**src/rtl/crb_pkg.sv**
```systemverilog
package crb_pkg;

    localparam int unsigned DATA_W = 64;
    localparam int unsigned IDX_W  = 8;

    typedef logic [IDX_W-1:0]  idx_t;
    typedef logic [DATA_W-1:0] word_t;

    // register indices (alias indices are decoded by position)
    localparam idx_t IX_FAULT     = 8'h00;
    localparam idx_t IX_FAULT_AND = 8'h01;
    localparam idx_t IX_FAULT_OR  = 8'h02;
    localparam idx_t IX_ACT0      = 8'h06;
    localparam idx_t IX_ACT1      = 8'h07;
    localparam idx_t IX_BASE      = 8'h0A;
    localparam idx_t IX_BASE2     = 8'h0B;
    localparam idx_t IX_CTRL      = 8'h0E;
    localparam idx_t IX_EMASK     = 8'h0F;
    localparam idx_t IX_CTRL_SET  = 8'h12;
    localparam idx_t IX_CTRL_CLR  = 8'h13;
    localparam idx_t IX_DMA       = 8'h14;
    localparam idx_t IX_STAT      = 8'h15;

    localparam int unsigned MM_OFFSET  = 10;
    localparam int unsigned MEM_EN_BIT = 62;

    localparam word_t BASE_MASK  = 64'h0003_FFFF_FFF0_0000;
    localparam word_t BASE2_MASK = 64'h0003_FFFF_0000_0000;
    localparam word_t ENABLE_BIT = 64'h0000_0000_0000_0001;
    localparam word_t ALL_ONES   = {DATA_W{1'b1}};

    typedef struct packed {
        word_t fault;
        word_t act0;
        word_t act1;
        word_t base;
        word_t base2;
        word_t ctrl;
        word_t emask;
        word_t dma;
        word_t stat;
    } bank_t;

    typedef struct packed {
        logic  fire;
        logic  from_mm;
        logic  write;
        logic  aligned;
        idx_t  idx;
        word_t data;
    } req_t;

endpackage

```
**src/rtl/crb_xlate.sv**
```systemverilog
module crb_xlate
    import crb_pkg::*;
#(
    parameter int unsigned ADDR_W = 11,
    parameter int unsigned OFFSET = 0
) (
    input  logic [ADDR_W-1:0] addr,
    output idx_t              idx,
    output logic              aligned
);
    localparam int unsigned LANE_BITS = $clog2(DATA_W / 8);

    idx_t word_idx;

    assign word_idx = IDX_W'(addr[ADDR_W-1:LANE_BITS]);
    assign aligned  = (addr[LANE_BITS-1:0] == '0);

    generate
        if (OFFSET == 0) begin : g_direct
            assign idx = word_idx;
        end else begin : g_offset
            assign idx = word_idx + IDX_W'(OFFSET);
        end
    endgenerate

endmodule

```
**src/rtl/crb_arb.sv**
```systemverilog
module crb_arb
    import crb_pkg::*;
(
    input  logic  cfg_valid,
    input  logic  cfg_write,
    input  idx_t  cfg_idx,
    input  logic  cfg_aligned,
    input  word_t cfg_wdata,
    input  logic  mm_valid,
    input  logic  mm_write,
    input  idx_t  mm_idx,
    input  logic  mm_aligned,
    input  word_t mm_wdata,
    output logic  cfg_ready,
    output logic  mm_ready,
    output req_t  req
);
    assign cfg_ready = 1'b1;
    assign mm_ready  = !cfg_valid;

    always_comb begin
        req = '0;
        if (cfg_valid) begin
            req.fire    = 1'b1;
            req.from_mm = 1'b0;
            req.write   = cfg_write;
            req.aligned = cfg_aligned;
            req.idx     = cfg_idx;
            req.data    = cfg_wdata;
        end else if (mm_valid) begin
            req.fire    = 1'b1;
            req.from_mm = 1'b1;
            req.write   = mm_write;
            req.aligned = mm_aligned;
            req.idx     = mm_idx;
            req.data    = mm_wdata;
        end
    end

endmodule

```
**src/rtl/ctrl_reg_bank.sv**
```systemverilog
module ctrl_reg_bank
    import crb_pkg::*;
#(
    parameter int unsigned ADDR_W     = 11,
    parameter logic [63:0] BASE_RESET = 64'h0003_FFFE_8000_0000
) (
    input  logic              clk,
    input  logic              rst_n,
    input  logic              cfg_valid,
    output logic              cfg_ready,
    input  logic              cfg_write,
    input  logic [ADDR_W-1:0] cfg_addr,
    input  logic [63:0]       cfg_wdata,
    output logic              cfg_rvalid,
    output logic [63:0]       cfg_rdata,
    input  logic              mm_valid,
    output logic              mm_ready,
    input  logic              mm_write,
    input  logic [ADDR_W-1:0] mm_addr,
    input  logic [63:0]       mm_wdata,
    output logic              mm_rvalid,
    output logic [63:0]       mm_rdata,
    output logic              access_err,
    output logic              mem_en_toggle
);
    localparam word_t BASE_KEEP  = BASE_MASK | ENABLE_BIT;
    localparam word_t BASE_START = (BASE_RESET & BASE_MASK) | ENABLE_BIT;

    typedef struct packed {
        bank_t bank;
        word_t rdata;
        logic  cfg_rv;
        logic  mm_rv;
        logic  err;
        logic  tog;
    } state_t;

    state_t s_d, s_q;
    idx_t   cfg_idx, mm_idx;
    logic   cfg_aligned, mm_aligned;
    req_t   req;

    crb_xlate #(.ADDR_W(ADDR_W), .OFFSET(0)) u_cfg_xlate (
        .addr(cfg_addr), .idx(cfg_idx), .aligned(cfg_aligned)
    );

    crb_xlate #(.ADDR_W(ADDR_W), .OFFSET(MM_OFFSET)) u_mm_xlate (
        .addr(mm_addr), .idx(mm_idx), .aligned(mm_aligned)
    );

    crb_arb u_arb (
        .cfg_valid(cfg_valid), .cfg_write(cfg_write), .cfg_idx(cfg_idx),
        .cfg_aligned(cfg_aligned), .cfg_wdata(cfg_wdata),
        .mm_valid(mm_valid), .mm_write(mm_write), .mm_idx(mm_idx),
        .mm_aligned(mm_aligned), .mm_wdata(mm_wdata),
        .cfg_ready(cfg_ready), .mm_ready(mm_ready), .req(req)
    );

    function automatic word_t bank_read(idx_t i, bank_t b);
        word_t v;
        case (i)
            IX_FAULT: v = b.fault;
            IX_ACT0:  v = b.act0;
            IX_ACT1:  v = b.act1;
            IX_BASE:  v = b.base;
            IX_BASE2: v = b.base2;
            IX_CTRL:  v = b.ctrl;
            IX_EMASK: v = b.emask;
            IX_DMA:   v = b.dma;
            IX_STAT:  v = b.stat;
            default:  v = ALL_ONES;
        endcase
        return v;
    endfunction

    always_comb begin
        s_d        = s_q;
        s_d.cfg_rv = 1'b0;
        s_d.mm_rv  = 1'b0;
        s_d.err    = 1'b0;
        if (req.fire && !req.write) begin
            s_d.rdata = req.aligned ? bank_read(req.idx, s_q.bank) : ALL_ONES;
            if (req.from_mm) s_d.mm_rv  = 1'b1;
            else             s_d.cfg_rv = 1'b1;
        end else if (req.fire && req.aligned) begin
            case (req.idx)
                IX_FAULT:     s_d.bank.fault = req.data;
                IX_FAULT_AND: s_d.bank.fault = s_q.bank.fault & req.data;
                IX_FAULT_OR:  s_d.bank.fault = s_q.bank.fault | req.data;
                IX_ACT0:      s_d.bank.act0  = req.data;
                IX_ACT1:      s_d.bank.act1  = req.data;
                IX_BASE: begin
                    if (req.from_mm) s_d.err       = 1'b1;
                    else             s_d.bank.base = req.data & BASE_KEEP;
                end
                IX_BASE2:     s_d.bank.base2 = req.data & BASE2_MASK;
                IX_CTRL:      s_d.bank.ctrl  = req.data;
                IX_CTRL_SET:  s_d.bank.ctrl  = s_q.bank.ctrl | req.data;
                IX_CTRL_CLR:  s_d.bank.ctrl  = s_q.bank.ctrl & ~req.data;
                IX_EMASK:     s_d.bank.emask = req.data;
                IX_DMA:       s_d.bank.dma   = req.data;
                IX_STAT:      s_d.err        = 1'b1;
                default:      ;
            endcase
        end
        s_d.tog = s_d.bank.ctrl[MEM_EN_BIT] ^ s_q.bank.ctrl[MEM_EN_BIT];
    end

    always_ff @(posedge clk or negedge rst_n) begin
        if (!rst_n) begin
            s_q           <= '0;
            s_q.bank.base <= BASE_START;
        end else begin
            s_q <= s_d;
        end
    end

    assign cfg_rvalid    = s_q.cfg_rv;
    assign mm_rvalid     = s_q.mm_rv;
    assign cfg_rdata     = s_q.rdata;
    assign mm_rdata      = s_q.rdata;
    assign access_err    = s_q.err;
    assign mem_en_toggle = s_q.tog;

    // ---------------- assertions ----------------
    logic cfg_fire, mm_fire;
    assign cfg_fire = cfg_valid && cfg_ready;
    assign mm_fire  = mm_valid && mm_ready;

    a_r9_single_grant: assert property (@(posedge clk) disable iff (!rst_n)
        !(cfg_fire && mm_fire));

    a_r9_cfg_always_taken: assert property (@(posedge clk) disable iff (!rst_n)
        cfg_valid |-> cfg_ready);

    a_r5_mm_base_refused: assert property (@(posedge clk) disable iff (!rst_n)
        (mm_fire && mm_write && mm_aligned && mm_idx == IX_BASE)
        |=> ($stable(s_q.bank.base) && access_err));

    a_r6_base_masked: assert property (@(posedge clk) disable iff (!rst_n)
        (s_q.bank.base & ~BASE_KEEP) == '0);

    a_r8_status_write_flagged: assert property (@(posedge clk) disable iff (!rst_n)
        (req.fire && req.write && req.aligned && req.idx == IX_STAT) |=> access_err);

    a_r10_toggle_on_change: assert property (@(posedge clk) disable iff (!rst_n)
        mem_en_toggle |-> (s_q.bank.ctrl[MEM_EN_BIT] != $past(s_q.bank.ctrl[MEM_EN_BIT])));

    a_r11_cfg_read_response: assert property (@(posedge clk) disable iff (!rst_n)
        (cfg_fire && !cfg_write) |=> cfg_rvalid);

    a_r11_one_response: assert property (@(posedge clk) disable iff (!rst_n)
        $onehot0({cfg_rvalid, mm_rvalid}));

endmodule

```
**config.mk**
```make
export PLATFORM = sky130hd
export DESIGN_NAME = ctrl_reg_bank
export DESIGN_NICKNAME = d
export VERILOG_FILES = /design/src/rtl/crb_pkg.sv /design/src/rtl/crb_xlate.sv /design/src/rtl/crb_arb.sv /design/src/rtl/ctrl_reg_bank.sv
export SDC_FILE = /design/constraint.sdc
export NUM_CORES = 1
export LEC_CHECK = 0
export ABC_AREA = 1
export BUFFER_PORTS_ARGS = -buffer_cell sky130_fd_sc_hd__buf_2
export CORE_UTILIZATION = 40
export DETAILED_ROUTE_END_ITERATION = 8
export SYNTH_ARGS = -nofsm -noshare
export SYNTH_HDL_FRONTEND = slang
export SYNTH_SLANG_ARGS = --single-unit
```
**constraint.sdc**
```tcl
create_clock -name clk -period 1.7 [get_ports clk]
set_input_delay 0.34 -clock clk [delete_from_list [all_inputs] [get_ports clk]]
set_output_delay 0.34 -clock clk [all_outputs]
set_load 0.02 [all_outputs]
```
=== After elaboration in Yosys (flattened, before gate mapping) ===
Cells that the tools add are included.

* Bits in registers: 501
* Output and inout port bits: 134

* Equality and inequality tests: 12
* $add $sub $neg: 1
* Reduce and logical (&&, ||, !) cells: 17
* Bitwise logic cells: 8
* Muxes and demuxes: 16

{| class="wikitable"
|+ Operator list
! cell !! number
|-
| case mux 64 bit (9 select lines) || 1
|-
| case mux 64 bit (3 select lines) || 2
|-
| two-way mux 191 bit || 2
|-
| two-way mux 64 bit || 3
|-
| two-way mux 76 bit || 2
|-
| bitwise AND 64 bit || 2
|-
| OR 64 bit || 2
|-
| inverter 64 bit || 1
|-
| == test 8 x 4 -> 1 bit, second input constant || 4
|-
| == test 8 x 5 -> 1 bit, second input constant || 4
|-
| AND reduction 3 bit || 7
|-
| == test 8 x 3 -> 1 bit, second input constant || 2
|-
| adder 8 x 4 -> 8 bit, second input constant || 1
|-
| == test 8 x 1 -> 1 bit, second input constant || 1
|-
| == test 8 x 2 -> 1 bit, second input constant || 1
|-
| zero test 8 bit || 1
|-
| zero test 3 bit || 2
|-
| nonzero test 3 bit || 2
|-
| two-way mux 1 bit || 4
|-
| AND reduction 4 bit || 1
|-
| logical AND 1 bit || 2
|-
| zero test 1 bit || 2
|-
| two-way mux 2 bit || 1
|-
| inverter 1 bit || 2
|-
| other kinds (2) || 2
|}

=== Longest topological paths before layout ===
Gate-level depths: netlist of the first run.

* Depth in word-level cells: 9
* Mapped depth: 18

=== Cells and area by module ===
A second synthesis of the first run with hierarchy kept.

* Cell total of the unflattened synthesis: 3314
* Area, all modules: 25006.5 um^2

{| class="wikitable"
|+ By module, submodules not included
! module !! area each (um^2) !! seq. area each (um^2) !! instances !! cells each
|-
| ctrl_reg_bank || 23691.5 || 12560.8 || 1 || 3021
|-
| crb_arb || 1091.0 || 0.0 || 1 || 252
|-
| crb_xlate (u_mm_xlate) || 146.4 || 0.0 || 1 || 29
|-
| crb_xlate (u_cfg_xlate) || 77.6 || 0.0 || 1 || 12
|}

=== Least setup slack after synthesis of the first run ===
OpenSTA, ideal clock, no wires.

* Path kind: input-to-reg
* Start point: input mm_addr[4]
* End point: register s_q, in the netlist cfg_rdata[63]
* Required time: 1587 ps
* Stages on the path: 17
* Path slack: -439 ps
* Buffers on the path: 2
* Arrival: 2027 ps
* Cells stage by stage: ha_1 > nor2_1 > nor2_1 > nand3_1 > nand2_1 > nor2_1 > nor2_4 > buf_4 > nand2_1 > clkinv_1 > buf_2 > nand3_1 > o21ai_0 > nor2_1 > nand3_1 > nand2_1 > inv_1

* Longest elaborated chain between the ends: 6
* Elaborated cells between the ends (all ways): 14
* Classes of those cells: add/sub: 1; eq/ne: 8; mux: 4; reduce/logical: 1

{| class="wikitable"
|+ RTL lines
! what !! RTL line !! source
|-
| from (decl) || ctrl_reg_bank.sv:19 || <nowiki>input logic [ADDR_W-1:0] mm_addr,</nowiki>
|-
| adder 8 x 4 -> 8 bit (*) || crb_xlate.sv:22 || <nowiki>assign idx = word_idx + IDX_W'(OFFSET);</nowiki>
|-
| two-way mux 76 bit (*) || crb_arb.sv:30 || <nowiki>end else if (mm_valid) begin</nowiki>
|-
| two-way mux 76 bit (*) || crb_arb.sv:23 || <nowiki>if (cfg_valid) begin</nowiki>
|-
| == test 8 x 5 -> 1 bit, or another cell as far along || ctrl_reg_bank.sv:61 || <nowiki>case (i)</nowiki>
|-
| case mux 64 bit (9 select lines) (*) || ctrl_reg_bank.sv:61 ||
|-
| two-way mux 64 bit (*) || ctrl_reg_bank.sv:82 || <nowiki>s_d.rdata = req.aligned ? bank_read(req.idx, s_q.bank) : ALL_ONES;</nowiki>
|-
| to (decl) || ctrl_reg_bank.sv:38 || <nowiki>state_t s_d, s_q;</nowiki>
|}

Mark *: on every way between the ends. The rest lies on a longest branch, timed or not.
A chain may end at the register's enable or synchronous reset.

=== Worst setup path after layout of the first run ===
* Start point: input mm_addr[4]
* End point: register s_q[261] (netlist bit)

* Longest elaborated chain between the ends: 6
* Elaborated cells between the ends (all ways): 9
* Classes of those cells: add/sub: 1; eq/ne: 3; mux: 3; reduce/logical: 2

{| class="wikitable"
|+ RTL lines
! what !! RTL line !! source
|-
| adder 8 x 4 -> 8 bit (*) || crb_xlate.sv:22 ||
|-
| two-way mux 76 bit (*) || crb_arb.sv:30 ||
|-
| two-way mux 76 bit (*) || crb_arb.sv:23 ||
|-
| == test 8 x 5 -> 1 bit / == test 8 x 4 -> 1 bit (equally long branches) || ctrl_reg_bank.sv:86 || <nowiki>case (req.idx)</nowiki>
|-
| nonzero test 3 bit (no source line) || - ||
|-
| AND reduction 3 bit (no source line) || - ||
|}

Marks and branches as above.

==> reports/metrics.yaml, run 1 <==
cells_and_area:
  drive_gt1_frac: 0.307
  diodes: 0
  fin_nets: 3934
  final_common_cell: "nand2_1"
  layout_common_cells: "nand2_1 (646), dfrtp_1 (482), o21ai_0 (350)"
  area_delta_synth_final_pct: 34.5
  fin_area_um2: 35700
  utilization: 0.543
  fin_cells: 4687
clocking:
  tritoncts: "done"
  cts.path.max_buffers: 3
  cts_made_buffers: 56
  ctsRootBufferMaster: "clkbuf_16"
  clk_pin_slew_worst_paths_ps: 70
  cts_sinks: 501
  htreeDepth: 2
  clkLatencyLatePin_ps: 630
detailed_routing:
  drtAntennaViolNets: 0
  wl_met3_mm: 8.51
  wl_met1_mm: 42.4
  drt_iter0_drc: 2690
  vias: 25500
  top_layer_used: "met4"
  vias_per_cell: 5.45
  routedWlPerCell_um: 21.8
  drc_errors: 1
  met2_length_mm: 48.1
  routed_wirelength_mm: 102
  dr.pass1.iters: 8
timing:
  max_freq_mhz: 527
  setup_viol: 471
  hold_viol_final: 0
  hold-worst-slack_ps: 117
  rsz0062_at_grt: "yes"
  skew_ps: 19.3
  timing.final.max_slew_violations: 0
  fin_crit_sh: 1.12
  fin_crit_ps: 1900
  max-slew-margin-rel: 0.608
  worst_slack_ps: -198
  tightest_slew_ps: 587
global_route:
  grt_pass1_vias: 23700
  grt_pass1_wl_mm: 145
  antenna_found_initial: 1
  grt_usage: 0.282
  overflow: 0
  grt_max_degree: 67
critical_path:
  critPathMaxStageDelay_ps: 220
  worst_ep_required_time_ps: 2260
  cp_top_family: "simple AND/OR/NAND/NOR gates"
  worst-path-max-fanout: 6
  cp-end-kind: "flip-flop"
  startpoint_type: "primary input"
  cp_slowest_cell: "nor2_4"
  crit_arrival_ps: 2460
  critical_path_class: "in -> reg"
  worst-path-buf-inv: 4
  cp_cell_sequence: "buf_8, ha_4, nor2_4, o21bai_1, nand2_2, nand4_1, nor2_4, buf_6, nand2_8, nand3_4, nand2_8, buf_12, buf_12, o21bai_1, o21a_1"
synthesis:
  syn_avg_cell_area_um2: 7.92
  synth_fp_nets: 3507
  ys_seq_area_frac: 0.473
  yosysUniqueCellTypes: 43
  syn_inst: 3350
  synth-seq-cells: 501
  ys.warnings.count: 0
  synth_edf_count: 0
  syn_area_um2: 26500
  synth-main-ff-cell: "dfrtp_1"
  async_reset_ff_frac: 1.00
run:
  drv_cap: 0
run_status:
  violations: "design-rule violations, negative setup slack"
  status: "finished with violations"
placement:
  hpwl_mm: 58.9
  dpl-instance-area_um2: 30800
  gp_congestion: 0.842
  dp.cells: 4483
  port_buffers: 288
floorplan:
  initial_core_util: 0.404
  fp.dieArea_um2: 67400
  rows: 94
  die_w_um: 260
  fp.dieH_um: 260
  design.core.area_um2: 65700
  num_io_pins: 290
pwr:
  p_leak_nw: 16.2
  ir_drop_mv: 0.814
  p_per_area_nw_per_um2: 819
hold_path:
  hold_class: "in -> reg"
==> metal layers <==
layer | vias up | track usage
met2 | 1150 | 0.459
li1 | 11800 | -
met1 | 12400 | 0.381
met3 | 194 | 0.0439
met4 | 0 | 0.0935
met5 | - | 0
==> power by group <==
group	internal (mW)	total [mW]	switching [mW]	leakage (nW)
clock network	7.46	12.7	5.26	0.927
registers	12.2	12.4	0.150	5.98
logic	1.63	4.13	2.50	9.26
total	21.3	29.2	7.91	16.2
==> through the flow <==
stage	TNS, ps	worst slack [ps]	total power, mW
finish	-40740	-198	29.2
detailed placement	-346540	-845	16.1
floorplan	-113830	-313	14.2
CTS	-2950	-68.6	29.0
global route	-76550	-282	30.1
global placement	-338120	-858	16.0
==> registers in the layout (all words and copies together) (netlist names) <==
register	cells
s_q	433
cfg_rdata	64
access_err	1
cfg_rvalid	1
mem_en_toggle	1
mm_rvalid	1
==> cells in the mapped netlist, types with 5 or more instances <==
library cell / number / area share
a21oi_1: 30 / 0.0057
a22oi_1: 63 / 0.018
buf_1: 25 / 0.0035
buf_2: 71 / 0.013
buf_4: 146 / 0.041
buf_6: 5 / 0.0021
clkbuf_1: 110 / 0.016
dfrtp_1: 482 / 0.45
dfstp_2: 19 / 0.019
inv_1: 306 / 0.043
inv_2: 7 / 0.00099
nand2_1: 702 / 0.099
nand2_2: 5 / 0.0012
nand3_1: 202 / 0.038
nand4_1: 144 / 0.034
nor2_1: 287 / 0.041
nor2_2: 9 / 0.0021
o211ai_1: 64 / 0.018
o21a_1: 91 / 0.026
o21ai_0: 448 / 0.085
o21ai_1: 10 / 0.0019
o21bai_1: 19 / 0.0054
o21bai_2: 18 / 0.0076
or2_2: 62 / 0.015
==> final timing paths <==
path	start	to	slack [ps]	depth (start not counted)
worst max-delay path	mm_addr[4]	s_q[261]$_DFFE_PN0P_	-200	15
worst min-delay path	cfg_valid	cfg_rvalid$_DFF_PN0_	120	4
worst max register to register	s_q[322]$_DFF_PN0_	mem_en_toggle$_DFF_PN0_	410	7
worst min register to register	s_q[437]$_DFFE_PN1P_	s_q[437]$_DFFE_PN1P_	470	2
max in group asynchronous	rst_n	s_q[436]$_DFFE_PN1P_	680	3
min in group asynchronous	rst_n	cfg_rdata[5]$_DFFE_PN0P_	220	2
==> kinds of logic (layout without fill, tap and decap cells) <==
group	Yosys count	count (layout)	synth area share
and+or+nand+nor	1425	1426	0.236
other	1	1	0.000141
adders and majority gates	1	1	0.000472
DFF	501	501	0.473
AOI/OAI and AO/OA	748	748	0.169
buffers and inverters	674	1146	0.121
==> repair_timing <==
action,4_1_cts,5_1_grt
gates resized for setup,110,318
setup endpoints to repair,365,498
setup buffers,27,28
pin swaps,22,67
cloned,17,34
hold endpoints to repair,45,0
hold buffers,3,0
==> worst register-to-register path, delay by kind of cell (launching register included) <==
kind,cells,cell delay (ps)
simple gates,6,650
flops,1,370
buf+inv,1,180
==> cell type report <==
class,count,area [µm²]
clock inverter,17,228
tap,864,1080
inverter,316,1280
sequential,501,12600
clock buffer,87,1660
timing repair buffer,726,6900
multi-input combinational,2176,12000
fill,5977,30100
Power figures use the tool's default switching activity.
==> run 2, diff against run 1 <==
--- a/config.mk
+++ b/config.mk
@@ -7,8 +7,10 @@
 export LEC_CHECK = 0
 export ABC_AREA = 1
 export BUFFER_PORTS_ARGS = -buffer_cell sky130_fd_sc_hd__buf_2
+export CORE_ASPECT_RATIO = 0.6
 export CORE_UTILIZATION = 40
 export DETAILED_ROUTE_END_ITERATION = 8
+export MAX_ROUTING_LAYER = met4
 export SYNTH_ARGS = -nofsm -noshare
 export SYNTH_HDL_FRONTEND = slang
 export SYNTH_SLANG_ARGS = --single-unit
==> run 2 against run 1 <==
- the run ends with negative setup slack left
- first-iteration DRC count rose by 0.41%
- sequential power barely moved
- flip-flop and latch count did not move
- non-clock buffer count rose by 1
- wire length fell by 1.9%
- clock skew rose by 4.6 ps
- die area barely moved
- sequential share of layout area rose by 1.1 points
- combinational power fell by 3%
- worst hold slack got worse by 6.9 ps
==> reports/metrics.yaml, run 2 (same netlist as run 1, synthesis figures left out) <==
clocking:
  cts_made_buffers: 50  # was 56
  tritoncts: "done"  # unchanged
  cts.path.max_buffers: 3  # unchanged
  clk_pin_slew_worst_paths_ps: 60  # was 70 ps
  cts_sinks: 501  # unchanged
  clkLatencyLatePin_ps: 640  # was 630 ps
  ctsRootBufferMaster: "clkbuf_16"  # unchanged
  htreeDepth: 2  # unchanged
timing:
  fin_crit_sh: 1.12  # about the same
  worst_slack_ps: -199  # was -198 ps
  hold_viol_final: 0  # unchanged
  rsz0062_at_grt: "yes"  # unchanged
  skew_ps: 23.9  # was 19.3 ps
  fin_crit_ps: 1900  # about the same
  tightest_slew_ps: 813  # was 587 ps
  timing.final.max_slew_violations: 0  # unchanged
  max-slew-margin-rel: 0.458  # was 0.608
  setup_viol: 388  # was 471
  hold-worst-slack_ps: 110  # was 117 ps
  max_freq_mhz: 527  # about the same
pwr:
  total_power_mw: 27.7  # was 29.2 mW
  p_leak_nw: 15.9  # was 16.2 nW
  ir_drop_mv: 0.799  # was 0.814 mV
  p_per_area_nw_per_um2: 801  # was 819 nW/µm²
floorplan:
  die_w_um: 334  # was 260 µm
  design.core.area_um2: 65000  # was 65,700 µm²
  initial_core_util: 0.408  # was 0.404
  fp.dieArea_um2: 67400  # about the same
  rows: 72  # was 94
  num_io_pins: 290  # unchanged
  fp.dieH_um: 201  # was 260 µm
critical_path:
  ff2ff_setup_slack_ps: 370  # was 410 ps
  reg2regPathDepth: 8  # was 7
  rr_endpoint: "mem_en_toggle$_DFF_PN0_"  # unchanged
  critical_path_class: "in -> reg"  # unchanged
  reg2reg_from: "s_q[322]$_DFF_PN0_"  # unchanged
  startpoint_type: "primary input"  # unchanged
  worst-path-max-fanout: 5  # was 6
  crit_arrival_ps: 2480  # was 2460 ps
  cp-end-kind: "flip-flop"  # unchanged
  worst_ep_required_time_ps: 2280  # was 2260 ps
detailed_routing:
  routedWlPerCell_um: 21.3  # was 21.8 µm
  vias: 25300  # was 25,500
  drc_errors: 0  # was 1
  routed_wirelength_mm: 100  # was 102 mm
  dr.pass1.iters: 6  # was 8
  drt_iter0_drc: 2701  # was 2,690
  vias_per_cell: 5.38  # was 5.45
  drtAntennaViolNets: 0  # unchanged
hold_path:
  min_path_cells: 4  # unchanged
  holdPathEnd: "mm_rvalid$_DFF_PN0_"  # was cfg_rvalid$_DFF_PN0_
  hold_class: "in -> reg"  # unchanged
  min_from: "mm_valid"  # was cfg_valid
global_route:
  grt_pass1_wl_mm: 147  # was 145 mm
  antenna_found_initial: 1  # unchanged
  grt_usage: 0.295  # was 0.282
  grt_pass1_vias: 23200  # was 23,700
  grt_max_degree: 87  # was 67
  overflow: 0  # unchanged
placement:
  port_buffers: 288  # unchanged
  gp_congestion: 0.905  # was 0.842
  hpwl_mm: 61.1  # was 58.9 mm
cells_and_area:
  fillCellCount: 5995  # was 5,977
  area_delta_synth_final_pct: 30.5  # was 34.5%
  final_common_cell: "nand2_1"  # unchanged
  largest_reg_flops: 433  # unchanged
  drive_gt1_frac: 0.276  # was 0.307
  diodes: 0  # unchanged
  fin_nets: 3929  # was 3,934
  regMostFlops: "s_q"  # unchanged
  layout_common_cells: "nand2_1 (683), dfrtp_1 (482), o21ai_0 (330)"  # was nand2_1 (646), dfrtp_1 (482), o21ai_0 (350)
run:
  drv_cap: 0  # unchanged
run_status:
  status: "finished with violations"  # unchanged
  violations: "negative setup slack"  # was design-rule violations, negative setup slack
run 2: layer usage:
layer	global-route usage	up-vias	routed length, µm	share of wire
li1	-	11800	-	-
met1	0.444	12100	46900	0.47
met2	0.403	1219	41400	0.41
met3	0.0604	128	10400	0.10
met4	0.0601	0	1640	0.016
met5	-	-	0	0
run 2: through the flow:
stage	utilization	instance area, µm²	setup WS [ps]	TNS, ps	std cells
after global placement	0.478	31100	-817	-333260	4537
after floorplan	-	27100	-313	-113830	3350
final	0.533	34600	-199	-28450	4699
after global routing	0.533	34600	-302	-70360	4699
after detailed placement	0.478	31100	-903	-355100	4537
after CTS	0.522	33900	-52.1	-838	4679
run 2: where the power goes:
group          internal (mW)  switching (mW)
Sequential              12.2           0.150
Clock                   6.26            5.09
Combinational           1.59            2.43
run 2: how the worst max path moves through the flow:
stage	start	endpoint	slack (ps)
global placement	mm_addr[4]	cfg_rdata[58]$_DFFE_PN0P_	-820
CTS	mm_addr[5]	cfg_rdata[20]$_DFFE_PN0P_	-50
floorplan	cfg_valid	s_q[296]$_DFFE_PN0P_	-310
finish	mm_addr[4]	cfg_rdata[27]$_DFFE_PN0P_	-200
detailed placement	mm_addr[4]	cfg_rdata[58]$_DFFE_PN0P_	-900
global route	mm_addr[4]	cfg_rdata[27]$_DFFE_PN0P_	-300
run 2: repair_timing:
item                                   CTS  global route
setup endpoints to repair              401           487
pin swaps                               39            13
buffers inserted                        34             5
hold buffers                             3             0
cloned                                  16            16
resized for setup                      155           119
endpoints found under the hold margin  351             0
run 2: layout make-up:
class	count	area, µm²	share of cell area
well taps	888	1110	0.0321
repair buffers	727	6660	0.192
clock inverters	12	108	0.00311
inverters	316	1230	0.0355
flip-flops and latches	501	12600	0.363
clock buffers	79	1510	0.0437
multi-input cells	2176	11400	0.330
run 2: critical path: stages:
cell	delay [ps]
buf_8	100
ha_4	160
nor2_4	90
nor2_2	50
nor2_1	90
nand2_1	80
nand2_1	130
nor2_1	70
buf_4	150
nand4_1	150
nand2_1	100
nor2_2	150
nand2_4	150
buf_6	180
buf_16	150
buf_4	130
nand3_1	70
nand2_1	60
inv_1	50
